$ cat src/rtl/eqnPkg.sv
package eqnPkg;
  parameter int BLK_W  = 2;
  parameter int IDX_W  = 4;
  parameter int DATA_W = 16;
  parameter int PRIO_W = 4;
  parameter int IPB_W  = 8;
  localparam int ADDR_W = BLK_W + IDX_W;

  typedef struct packed {
    logic              silent;
    logic              notifyOn;
    logic              backlog;
    logic              escalate;
    logic              uncond;
    logic              fmt;
    logic [1:0]        esn;
    logic [1:0]        ese;
    logic [PRIO_W-1:0] prio;
    logic [BLK_W-1:0]  nvtBlk;
    logic [IDX_W-1:0]  nvtIdx;
    logic [BLK_W-1:0]  escBlk;
    logic [IDX_W-1:0]  escIdx;
    logic [DATA_W-1:0] escData;
  } descT;

  localparam int DESC_W = $bits(descT);

  typedef struct packed {
    logic             valid;
    logic [IPB_W-1:0] ipb;
  } nvtT;

  localparam int NVT_W = $bits(nvtT);

  typedef struct packed {
    logic fwd;
    logic [1:0] next;
  } pqStepT;

  // strobes from control to datapath
  typedef struct packed {
    logic loadTrig;
    logic loadEsc;
    logic stepEsn;
    logic stepEse;
    logic wrNvt;
  } strobeT;

  // status from datapath to control
  typedef struct packed {
    logic silent;
    logic notifyOn;
    logic fwdN;
    logic nvtValid;
    logic backlog;
    logic fmt1;
    logic escalate;
    logic uncond;
    logic fwdE;
    logic hop;
  } statusT;

  function automatic pqStepT pqStep(input logic [1:0] pq);
    pqStepT r;
    case (pq)
      2'b00:   begin r.fwd = 1'b1; r.next = 2'b10; end
      2'b01:   begin r.fwd = 1'b0; r.next = 2'b01; end
      default: begin r.fwd = 1'b0; r.next = 2'b11; end
    endcase
    return r;
  endfunction

  function automatic logic [IPB_W-1:0] prioBit(input logic [PRIO_W-1:0] p);
    logic [IPB_W-1:0] r;
    r = '0;
    for (int i = 0; i < IPB_W; i++)
      if (32'(p) == i) r[IPB_W-1-i] = 1'b1;
    return r;
  endfunction
endpackage

$ cat src/rtl/eqnCtrl.sv
module eqnCtrl
  import eqnPkg::*;
(
  input  logic   clk,
  input  logic   rstN,
  input  logic   trigValid,
  input  logic   presAck,
  input  logic   presHit,
  input  statusT st,
  output strobeT stb,
  output logic   busy,
  output logic   presReq,
  output logic   errValid,
  output logic [1:0] errCode
);
  typedef enum logic [2:0] {S_IDLE, S_EVAL, S_TARGET, S_PRESENT, S_ESC} stateT;
  stateT state, stateNext;

  always_ff @(posedge clk) begin
    if (!rstN) state <= S_IDLE;
    else       state <= stateNext;
  end

  always_comb begin
    stateNext = state;
    stb       = '0;
    errValid  = 1'b0;
    errCode   = 2'd0;
    presReq   = 1'b0;
    unique case (state)
      S_IDLE: begin
        if (trigValid) begin
          stb.loadTrig = 1'b1;
          stateNext    = S_EVAL;
        end
      end
      S_EVAL: begin
        if (st.silent) begin
          stateNext = S_ESC;
        end else if (!st.notifyOn) begin
          stb.stepEsn = 1'b1;
          stateNext   = st.fwdN ? S_TARGET : S_IDLE;
        end else begin
          stateNext = S_TARGET;
        end
      end
      S_TARGET: begin
        if (!st.nvtValid) begin
          errValid  = 1'b1;
          errCode   = 2'd1;
          stateNext = S_IDLE;
        end else begin
          stateNext = S_PRESENT;
        end
      end
      S_PRESENT: begin
        presReq = 1'b1;
        if (presAck) begin
          if (presHit) begin
            stateNext = S_IDLE;
          end else if (st.backlog && st.fmt1) begin
            errValid  = 1'b1;
            errCode   = 2'd2;
            stateNext = S_IDLE;
          end else begin
            stb.wrNvt = st.backlog;
            stateNext = S_ESC;
          end
        end
      end
      S_ESC: begin
        if (!st.escalate || st.hop) begin
          stateNext = S_IDLE;
        end else if (st.uncond) begin
          stb.loadEsc = 1'b1;
          stateNext   = S_EVAL;
        end else begin
          stb.stepEse = 1'b1;
          stb.loadEsc = st.fwdE;
          stateNext   = st.fwdE ? S_EVAL : S_IDLE;
        end
      end
      default: stateNext = S_IDLE;
    endcase
  end

  assign busy = (state != S_IDLE);
endmodule

$ cat src/rtl/eqnPath.sv
module eqnPath
  import eqnPkg::*;
(
  input  logic              clk,
  input  logic              rstN,
  input  strobeT            stb,
  input  logic [BLK_W-1:0]  trigBlk,
  input  logic [IDX_W-1:0]  trigIdx,
  input  logic [DATA_W-1:0] trigData,
  input  descT              desc,
  input  nvtT               nvtRd,
  output statusT            st,
  output logic [ADDR_W-1:0] curAddr,
  output logic              descWrEn,
  output descT              descWr,
  output logic [ADDR_W-1:0] nvtAddr,
  output logic              nvtWrEn,
  output nvtT               nvtWr,
  output logic [DATA_W-1:0] curData
);
  logic   hop;
  pqStepT esnStep, eseStep;
  logic   esnChanged, eseChanged;

  always_ff @(posedge clk) begin
    if (!rstN) begin
      curAddr <= '0;
      curData <= '0;
      hop     <= 1'b0;
    end else if (stb.loadTrig) begin
      curAddr <= {trigBlk, trigIdx};
      curData <= trigData;
      hop     <= 1'b0;
    end else if (stb.loadEsc) begin
      curAddr <= {desc.escBlk, desc.escIdx};
      curData <= desc.escData;
      hop     <= 1'b1;
    end
  end

  assign esnStep    = pqStep(desc.esn);
  assign eseStep    = pqStep(desc.ese);
  assign esnChanged = (esnStep.next != desc.esn);
  assign eseChanged = (eseStep.next != desc.ese);

  always_comb begin
    descWr = desc;
    if (stb.stepEsn) descWr.esn = esnStep.next;
    if (stb.stepEse) descWr.ese = eseStep.next;
  end
  assign descWrEn = (stb.stepEsn && esnChanged) || (stb.stepEse && eseChanged);

  assign nvtAddr   = {desc.nvtBlk, desc.nvtIdx};
  assign nvtWrEn   = stb.wrNvt;
  assign nvtWr.valid = nvtRd.valid;
  assign nvtWr.ipb   = nvtRd.ipb | prioBit(desc.prio);

  always_comb begin
    st.silent   = desc.silent;
    st.notifyOn = desc.notifyOn;
    st.fwdN     = esnStep.fwd;
    st.nvtValid = nvtRd.valid;
    st.backlog  = desc.backlog;
    st.fmt1     = desc.fmt;
    st.escalate = desc.escalate;
    st.uncond   = desc.uncond;
    st.fwdE     = eseStep.fwd;
    st.hop      = hop;
  end
endmodule

$ cat src/rtl/eqnEngine.sv
module eqnEngine
  import eqnPkg::*;
(
  input  logic              clk,
  input  logic              rstN,
  input  logic              trigValid,
  output logic              trigReady,
  input  logic [BLK_W-1:0]  trigBlk,
  input  logic [IDX_W-1:0]  trigIdx,
  input  logic [DATA_W-1:0] trigData,
  output logic [ADDR_W-1:0] descRdAddr,
  input  logic [DESC_W-1:0] descRdData,
  output logic              descWrEn,
  output logic [ADDR_W-1:0] descWrAddr,
  output logic [DESC_W-1:0] descWrData,
  output logic [ADDR_W-1:0] nvtRdAddr,
  input  logic [NVT_W-1:0]  nvtRdData,
  output logic              nvtWrEn,
  output logic [ADDR_W-1:0] nvtWrAddr,
  output logic [NVT_W-1:0]  nvtWrData,
  output logic              presReq,
  output logic              presFmt,
  output logic [BLK_W-1:0]  presBlk,
  output logic [IDX_W-1:0]  presIdx,
  output logic [PRIO_W-1:0] presPrio,
  output logic [DATA_W-1:0] presData,
  input  logic              presAck,
  input  logic              presHit,
  output logic              errValid,
  output logic [1:0]        errCode
);
  strobeT stb;
  statusT st;
  logic   busy;
  descT   desc, descWr;
  nvtT    nvtRd, nvtWr;
  logic [ADDR_W-1:0] curAddr, nvtAddr;

  assign desc  = descT'(descRdData);
  assign nvtRd = nvtT'(nvtRdData);

  eqnCtrl uCtrl (
    .clk, .rstN,
    .trigValid, .presAck, .presHit,
    .st, .stb, .busy, .presReq, .errValid, .errCode
  );

  eqnPath uPath (
    .clk, .rstN, .stb,
    .trigBlk, .trigIdx, .trigData,
    .desc, .nvtRd, .st, .curAddr,
    .descWrEn, .descWr, .nvtAddr, .nvtWrEn, .nvtWr,
    .curData(presData)
  );

  assign trigReady  = !busy;
  assign descRdAddr = curAddr;
  assign descWrAddr = curAddr;
  assign descWrData = descWr;
  assign nvtRdAddr  = nvtAddr;
  assign nvtWrAddr  = nvtAddr;
  assign nvtWrData  = nvtWr;
  assign presFmt    = desc.fmt;
  assign presBlk    = desc.nvtBlk;
  assign presIdx    = desc.nvtIdx;
  assign presPrio   = desc.prio;
endmodule

$ cat config.mk
export PLATFORM = sky130hd
export DESIGN_NAME = eqnEngine
export DESIGN_NICKNAME = d
export VERILOG_FILES = /design/src/rtl/eqnPkg.sv /design/src/rtl/eqnCtrl.sv /design/src/rtl/eqnPath.sv /design/src/rtl/eqnEngine.sv
export SDC_FILE = /design/constraint.sdc
export NUM_CORES = 1
export LEC_CHECK = 0
export ABC_CLOCK_PERIOD_IN_PS = 2400
export BUFFER_PORTS_ARGS = -buffer_cell sky130_fd_sc_hd__buf_2
export CORE_MARGIN = 3
export CORE_UTILIZATION = 42
export CTS_CLUSTER_SIZE = 8
export DETAILED_ROUTE_END_ITERATION = 7
export PLACE_DENSITY = 0.87
export SYNTH_ARGS = -nofsm -noshare
export SYNTH_HDL_FRONTEND = slang
export SYNTH_SLANG_ARGS = --single-unit
$ cat constraint.sdc
create_clock -name clk -period 2.4 [get_ports clk]
set_clock_uncertainty 0.05 [all_clocks]
set_input_delay 0.48 -clock clk [delete_from_list [all_inputs] [get_ports clk]]
set_output_delay 0.48 -clock clk [all_outputs]
set_load 0.05 [all_outputs]
# == Word-level counts from Yosys, hierarchy flattened ==
# Index checks and enable logic that the tools add are counted.
# totals
ff_bits,26
input_bits,78
output_inout_bits,109
word_cells,92
# classes
n_eq_ne,17
mux,54
bitwise_logic,2
n_reduce_logical,15
# op_table
op,n
$mux 16,2
$mux 1,30
$mux 3,8
$eq 4x3->1 const B,4
$pmux 3 s5,1
$mux 2,7
$mux 6,2
$pmux 3 s2,2
$eq 4x2->1 const B,2
$or 8x8->8,1
$eq 3x2->1 const B,2
$eq 2x1->1 const B,2
$eq 4x1->1 const B,1
$logic_not 2->1,2
$logic_not 4->1,1
$ne 2x2->1,2
$ne 2x2->1 const B,2
$pmux 2 s2,1
$eq 3x1->1 const B,1
$eq 3x3->1 const B,1
$logic_and 1x1->1,3
$logic_not 3->1,1
$reduce_bool 3->1,1
$logic_not 1->1,2
6 further kinds,7

# == Longest topological paths before layout ==
# Gate-level depths: netlist of run 1.
# depth
ltp_word,7
ltp_mapped,6
depth_no_buf,3

# == By module ==
# A second synthesis of run 1 with hierarchy kept.
# hier_totals
hier_cells,242
hier_area_um2,2269.7
# modules_own_cells
mod,instances,cells_each,area_each_um2,seq_area_each_um2
eqnPath,1,175,1761.7,460.4
eqnCtrl,1,43,331.6,60.1
eqnEngine,1,24,176.4,0.0

# == Worst setup path before layout of run 1 ==
# No wires, ideal clock.
# synth_timing
kind,register to output
startpoint,reg uCtrl.state[0]
endpoint,out nvtWrEn
t_arrival_ns,2.271
required_ns,1.870
slack_ns,-0.401
path_stages_with_launch,4
path_buffers,1
cell_sequence,dfxtp_1 -> buf_2 -> nand3b_1 -> nor4_1
# synth_via
elab_chain_len,2
# synth_lines
item,line,text
from (decl),eqnCtrl.sv:17,"stateT state, stateNext;"
from (signal assigned),eqnCtrl.sv:21,else state <= stateNext;
$eq 3x2->1,eqnCtrl.sv:30,unique case (state)
$mux 1,eqnCtrl.sv:30,
to (decl),eqnEngine.sv:18,"output logic nvtWrEn,"
# Every way passes these cells.

# == Final worst setup path of run 1 ==
# layout_timing
startpoint,reg uCtrl.state[2]
endpoint,out errCode[1]
# layout_via
elab_chain_len,2
word_cells_on_any_way,3
cone_classes,eq/ne (2); mux (1)
# layout_lines
item,line,text
$eq 3x2->1,eqnCtrl.sv:30,
$pmux 2 s2 *,eqnCtrl.sv:30,
to (decl),eqnEngine.sv:30,output logic [1:0] errCode
# Every way passes the cells marked *; elsewhere a longest branch is shown, timed or not.

==> flow_metrics.env, run 1 <==
export IMPL_die_h_um=78.56
export IMPL_hold_class="in2reg"
export IMPL_drt_drc_violations_left=0
export IMPL_cts_inserted_buffers=3
export IMPL_layout_common_cells="buf_2, dfxtp_1, mux2i_1, a311oi_1, a211oi_2"
export IMPL_netlist_area_mm2=0.002211
export IMPL_via_per_inst=5.221
export IMPL_endpoint="errCode[1]"
export IMPL_crit_chain="nand3b_1, nor3_1, and2_1, buf_2"
export IMPL_wl_met3_um=427
export IMPL_worstMarginPinSlew_ps=377.0
export IMPL_synth_edff_count=0
export IMPL_finalCritPeriodShare_pct=91.61
export IMPL_endpoint_kind="primary output"
export IMPL_syn_area_per_cell_um2=9.329
export IMPL_maxUsedRoutingLayer="met4"
export IMPL_drtIter0Drc=29
export IMPL_finalInstanceArea_mm2=0.002592
export IMPL_wl_met2_um=2886
export IMPL_drv_slew=0
export IMPL_m1WireLength_um=2142
export IMPL_clock_latency_ps=260
export IMPL_rsz0062_at_grt="no"
export IMPL_synth_top_cell_by_area="buf_4"
export IMPL_cts_buffer_depth=2
export IMPL_crit_type="reg2out"
export IMPL_synthCells=237
export IMPL_async_reset_ff_share_pct=0
export IMPL_yosysTopAreaCellShare_pct=24.11
export IMPL_ys_ff_latch=26
export IMPL_slew_headroom_pct=74.83
export IMPL_crit_fanout=10
export IMPL_status="complete, no violations"
export IMPL_reg2reg_to="uPath.curData[7]"
export IMPL_setup_tns_ps=0
export IMPL_fin_nets=396
export IMPL_startpoint="uCtrl.state[2]"
export IMPL_grt_antenna_before_repair=0
export IMPL_grt_start_max_net_pins=47
export IMPL_post_drt_wl_per_cell_um=14.34
export IMPL_crit_cells=4
export IMPL_ff2ff_path_depth=6
export IMPL_diodes=0
export IMPL_rows=25
export IMPL_slowest_stage="dfxtp_1"
export IMPL_hold_viol_final=0
export IMPL_seq_area_frac_synth_pct=23.54
export IMPL_place_area_mm2=0.002529
export IMPL_start_util_pct=45.02
export IMPL_place_congestion=0.7385
export IMPL_fp_dieW_um=78.56
export IMPL_fin_crit_ps=2199
export IMPL_start_kind="register"
export IMPL_grt_overflow_total=0
export IMPL_io_buffers=156
export IMPL_clk_pin_slew_ps=90
export IMPL_regToRegSetupSlack_ps=530
export IMPL_drive_above_1_share_pct=61.83
export IMPL_timing_hold_ws_ps=402.6
export IMPL_synthFlopType="dfxtp_1"
export IMPL_max_freq_mhz=454.8
export IMPL_cts_tree="done"
export IMPL_synth_area_top_cells="buf_4, dfxtp_1, mux2i_1"
export IMPL_worst_ir_drop_vdd_mv=0.2396
export IMPL_multi_input_area_mm2=0.001050
export IMPL_ioPinCount=187
export IMPL_h_tree_depth=1
export IMPL_yosys_warnings=0
export IMPL_setup_violations_final=0
export IMPL_drv_cap=0
export IMPL_worstPathRequired_ps=1870
export IMPL_cts_root_buf="clkbuf_8"
export IMPL_max_stage_delay_ps=430
export IMPL_leakage_nw=1.269
export IMPL_syn_to_final_growth_pct=17.26
export IMPL_hpwl_um=4248
export IMPL_synth_distinct_cells=37
export IMPL_wirelength_um=5506
export IMPL_cts_sinks=26
export IMPL_holdBufCountCts=0
export IMPL_grt_use_total_pct=16.91
export IMPL_num_fill_cells=447
export IMPL_die_area_mm2=0.006171
export IMPL_fin_util_pct=52.79
export IMPL_crit_arrival_ps=1670
export IMPL_total_power_mw=1.713
export IMPL_crit_buf_inv=1
export IMPL_mostFrequentLayoutCell="buf_2"
export IMPL_ant_nets=0
export IMPL_cp_top_family="simple AND/OR/NAND/NOR gates"
export IMPL_drt_pre_antenna_iters=4
export IMPL_reg2reg_from="uCtrl.state[0]"
export IMPL_p_per_area_mw_per_mm2=660.7
export IMPL_grt_pass1_wl_um=8652
export IMPL_seq_area_um2=523.0
export IMPL_syn_nets=315
export IMPL_grt_pass1_vias=1893
export IMPL_coreArea_mm2=0.004911
export IMPL_vias=2005
-- flip-flops by register name (all words and copies together), names as in the netlist --
signal and flops:
uPath.curData 16, uPath.curAddr 6, uCtrl.state 3, uPath.hop 1
-- cell usage after synthesis, types with 2 or more instances --
cell       instances
a21o_1             7
buf_2              4
dfxtp_1           26
nand2b_1           2
buf_4             71
a21oi_1            2
a31o_2             4
o21bai_1           2
inv_1              5
a311oi_1          22
a211oi_1           5
nand3b_1           2
nand2_1            4
o21ai_0            4
clkbuf_1           6
mux2i_1           22
nor3_1             4
nor2_1             5
o2111ai_1          2
a211oi_2          17
nor2b_1            3
buf_6              3
-- layout make-up --
type / instances / share of cell area (%)
clock buffer: 4 / 2.124
tap: 67 / 3.234
sequential: 26 / 20.17
inverter: 6 / 0.8687
timing repair buffer: 163 / 33.11
multi-input combinational: 118 / 40.49
-- power by group --
| group | switching, mW | leakage, nW | internal [mW] |
|---|---|---|---|
| Clock | 0.135 | 0.0288 | 0.146 |
| Sequential | 0.0367 | 0.216 | 0.485 |
| Combinational | 0.644 | 1.02 | 0.266 |
-- per-stage QoR --
stage	cells	setup slack (ps)
after global routing	384	43.14
after detailed placement	380	379.6
final	384	201.3
after CTS	384	70.51
after floorplan	237	-380.5
after global placement	380	408.0
-- worst min path at each step --
stage / from / endpoint / slack (ps) / cells after the start
after global routing: presAck / uCtrl.state[0] / 400 / 2
after CTS: presAck / uCtrl.state[0] / 400 / 2
final: presAck / uCtrl.state[0] / 400 / 2
after floorplan: uPath.hop / uPath.hop / 490 / 2
after detailed placement: uPath.hop / uPath.hop / 510 / 2
after global placement: uPath.hop / uPath.hop / 510 / 2
-- per-layer routing --
metal	GRT usage (%)	up-vias
met3	2.638	8
met5	0	-
met1	18.99	943
li1	-	973
met2	32.34	81
met4	4.895	0
-- cells by family after synthesis --
| logic type | share of synthesized area [%] |
|---|---|
| simple gates | 7.867 |
| compound gates | 28.30 |
| buf+inv | 30.33 |
| mux | 9.960 |
| flops | 23.54 |
-- timing repair --
| action | CTS | global route |
|---|---|---|
| setup endpoints to repair | 0 | 4 |
| resized for setup | 0 | 3 |
| buffers inserted | 0 | 0 |
-- worst register-to-register path, stage by stage (launching register included) --
cell      delay, ps
dfxtp_2         380
buf_4           170
nor4b_4         300
buf_12          300
a31o_2          270
buf_12          200
a211oi_2         90
No activity file was read; power rests on OpenSTA's default activity.
==> run 2, diff against run 1 <==
Settings changed: RECOVER_POWER set to 100.
==> run 2 against run 1 <==
Net effect: hold slack got worse by 2.7 ps; largest cell class unchanged; critical path type unchanged; setup slack got worse by 5.9 ps; cell area decreased by 7.5%; final cell count unchanged; highest routed layer unchanged; largest power group unchanged.
==> flow_metrics.env, run 2 (same netlist as run 1, synthesis figures left out) <==
export IMPL_top_regs="uPath.curData x16, uPath.curAddr x6, uCtrl.state x3"
export IMPL_grt_start_max_net_pins=47
export IMPL_io_buffers=156
export IMPL_finalCritPeriodShare_pct=91.86
export IMPL_p_switching_mw=0.8022
export IMPL_grt_overflow_total=0
export IMPL_endpoint_kind="primary output"
export IMPL_rows=25
export IMPL_total_power_mw=1.650
export IMPL_crit_fanout=10
export IMPL_drt_drc_violations_left=0
export IMPL_setup_slack_ps=195.4
export IMPL_crit_chain="nand3b_1, nor3_1, and2_1, clkbuf_2"
export IMPL_grt_pass1_wl_um=8652
export IMPL_drt_pre_antenna_iters=4
export IMPL_max_freq_mhz=453.6
export IMPL_fp_dieW_um=78.56
export IMPL_drive_above_1_share_pct=31.55
export IMPL_finalInstanceArea_mm2=0.002397
export IMPL_drv_cap=0
export IMPL_holdBufCountCts=0
export IMPL_cts_buffer_depth=2
export IMPL_p_int_mw=0.8480
export IMPL_vias=2020
export IMPL_wirelength_um=5596
export IMPL_die_area_mm2=0.006171
export IMPL_h_tree_depth=1
export IMPL_ant_nets=0
export IMPL_pwr_share_clk_pct=17.3
export IMPL_setup_violations_final=0
export IMPL_worstPathRequired_ps=1870
export IMPL_hold_viol_final=0
export IMPL_start_util_pct=45.02
export IMPL_pre_cts_slack_ps=379.6
export IMPL_largest_register="uPath.curData"
export IMPL_worst_ir_drop_vdd_mv=0.2415
export IMPL_cts_sinks=26
export IMPL_grt_use_total_pct=16.91
export IMPL_place_area_mm2=0.002529
export IMPL_seq_power_share_pct=31.7
export IMPL_post_drt_wl_per_cell_um=14.57
export IMPL_fin_crit_ps=2205
export IMPL_status="complete, no violations"
export IMPL_rsz0062_at_grt="no"
export IMPL_ioPinCount=187
export IMPL_cts_root_buf="clkbuf_8"
export IMPL_slowest_stage="dfxtp_1"
export IMPL_die_h_um=78.56
export IMPL_drtIter0Drc=58
export IMPL_fin_util_pct=48.82
export IMPL_leakage_nw=0.9976
export IMPL_cts_tree="done"
export IMPL_cts_inserted_buffers=3
export IMPL_drv_slew=0
export IMPL_crit_type="reg2out"
export IMPL_clock_latency_ps=270
export IMPL_syn_to_final_growth_pct=8.432
export IMPL_place_congestion=0.7385
export IMPL_via_per_inst=5.260
export IMPL_p_per_area_mw_per_mm2=688.4
export IMPL_worstMarginPinSlew_ps=622.4
export IMPL_hpwl_um=4248
export IMPL_swShare_pct=48.61
export IMPL_grt_pass1_vias=1893
export IMPL_mostFrequentLayoutCell="clkbuf_1"
export IMPL_hold_class="in2reg"
export IMPL_fin_nets=396
export IMPL_coreArea_mm2=0.004911
export IMPL_pwr_share_comb_pct=51.0
export IMPL_max_stage_delay_ps=420
export IMPL_crit_arrival_ps=1670
export IMPL_slew_headroom_pct=58.68
export IMPL_grt_antenna_before_repair=0
export IMPL_layout_common_cells="clkbuf_1, buf_2, dfxtp_1"
export IMPL_largest_reg_flops=16
export IMPL_clk_pin_slew_ps=90
export IMPL_start_kind="register"
export IMPL_diodes=0
## run 2: cell count changes in the layout (fill, tap and decap cells not counted)
cell      delta
nor4b_4      -1
clkbuf_2     +8
clkbuf_1    +78
buf_4        -1
nor4b_1      +1
a31o_2       -1
a211oi_2    -16
a31o_1       +1
buf_2       -85
a211oi_1    +16
## run 2: final timing paths
| path | start | end | slack, ps | cells after the start |
|---|---|---|---|---|
| min reg2reg | uPath.hop | uPath.hop | 520 | 2 |
| min | presAck | uCtrl.state[0] | 400 | 2 |
| max reg2reg | uCtrl.state[0] | uPath.curData[7] | 230 | 6 |
| max | uCtrl.state[2] | errCode[1] | 200 | 4 |
## run 2: metal layers
metal  global-route usage (%)  up-vias  wire (um)
li1                         -      980          -
met1                    18.99      941       2207
met2                    32.34       91       2893
met3                    2.638        8        444
met4                    4.895        0         50
met5                        0        -          0
## run 2: what timing repair did
item                       in CTS  in global routing
setup endpoints to repair       0                  4
gates resized for setup         0                  3
setup buffers                   0                  0
## run 2: critical path, delay by kind of cell, from the launching register on
kind                   cells  cell delay (ps)
DFF                        1              420
and+or+nand+nor            3              730
buffers and inverters      1              270
## run 2: layout make-up
class / instances / area [um^2]
Sequential cell: 26 / 523.0
Clock buffer: 4 / 55.05
Multi-Input combinational cell: 118 / 954.7
Fill cell: 511 / 2514
Tap cell: 67 / 83.83
Timing Repair Buffer: 163 / 758.2
Inverter: 6 / 22.52
## run 2: power by group through the flow
stage	sequential [mW]	clock, mW	combinational (mW)
detailed placement	0.531	0	0.913
global placement	0.528	0	0.901
global route	0.530	0.309	0.893
CTS	0.521	0.298	0.915
floorplan	0.690	0	0.707
finish	0.523	0.285	0.842
## run 2: metrics by stage
step           setup TNS, ps  hold slack (ps)  instances
2_1_floorplan         -789.3            490.1        237
3_3_place_gp               0            505.3        380
3_5_place_dp               0            508.4        380
4_1_cts                    0            396.6        384
5_1_grt                    0            396.5        384
6_report                   0            399.9        384
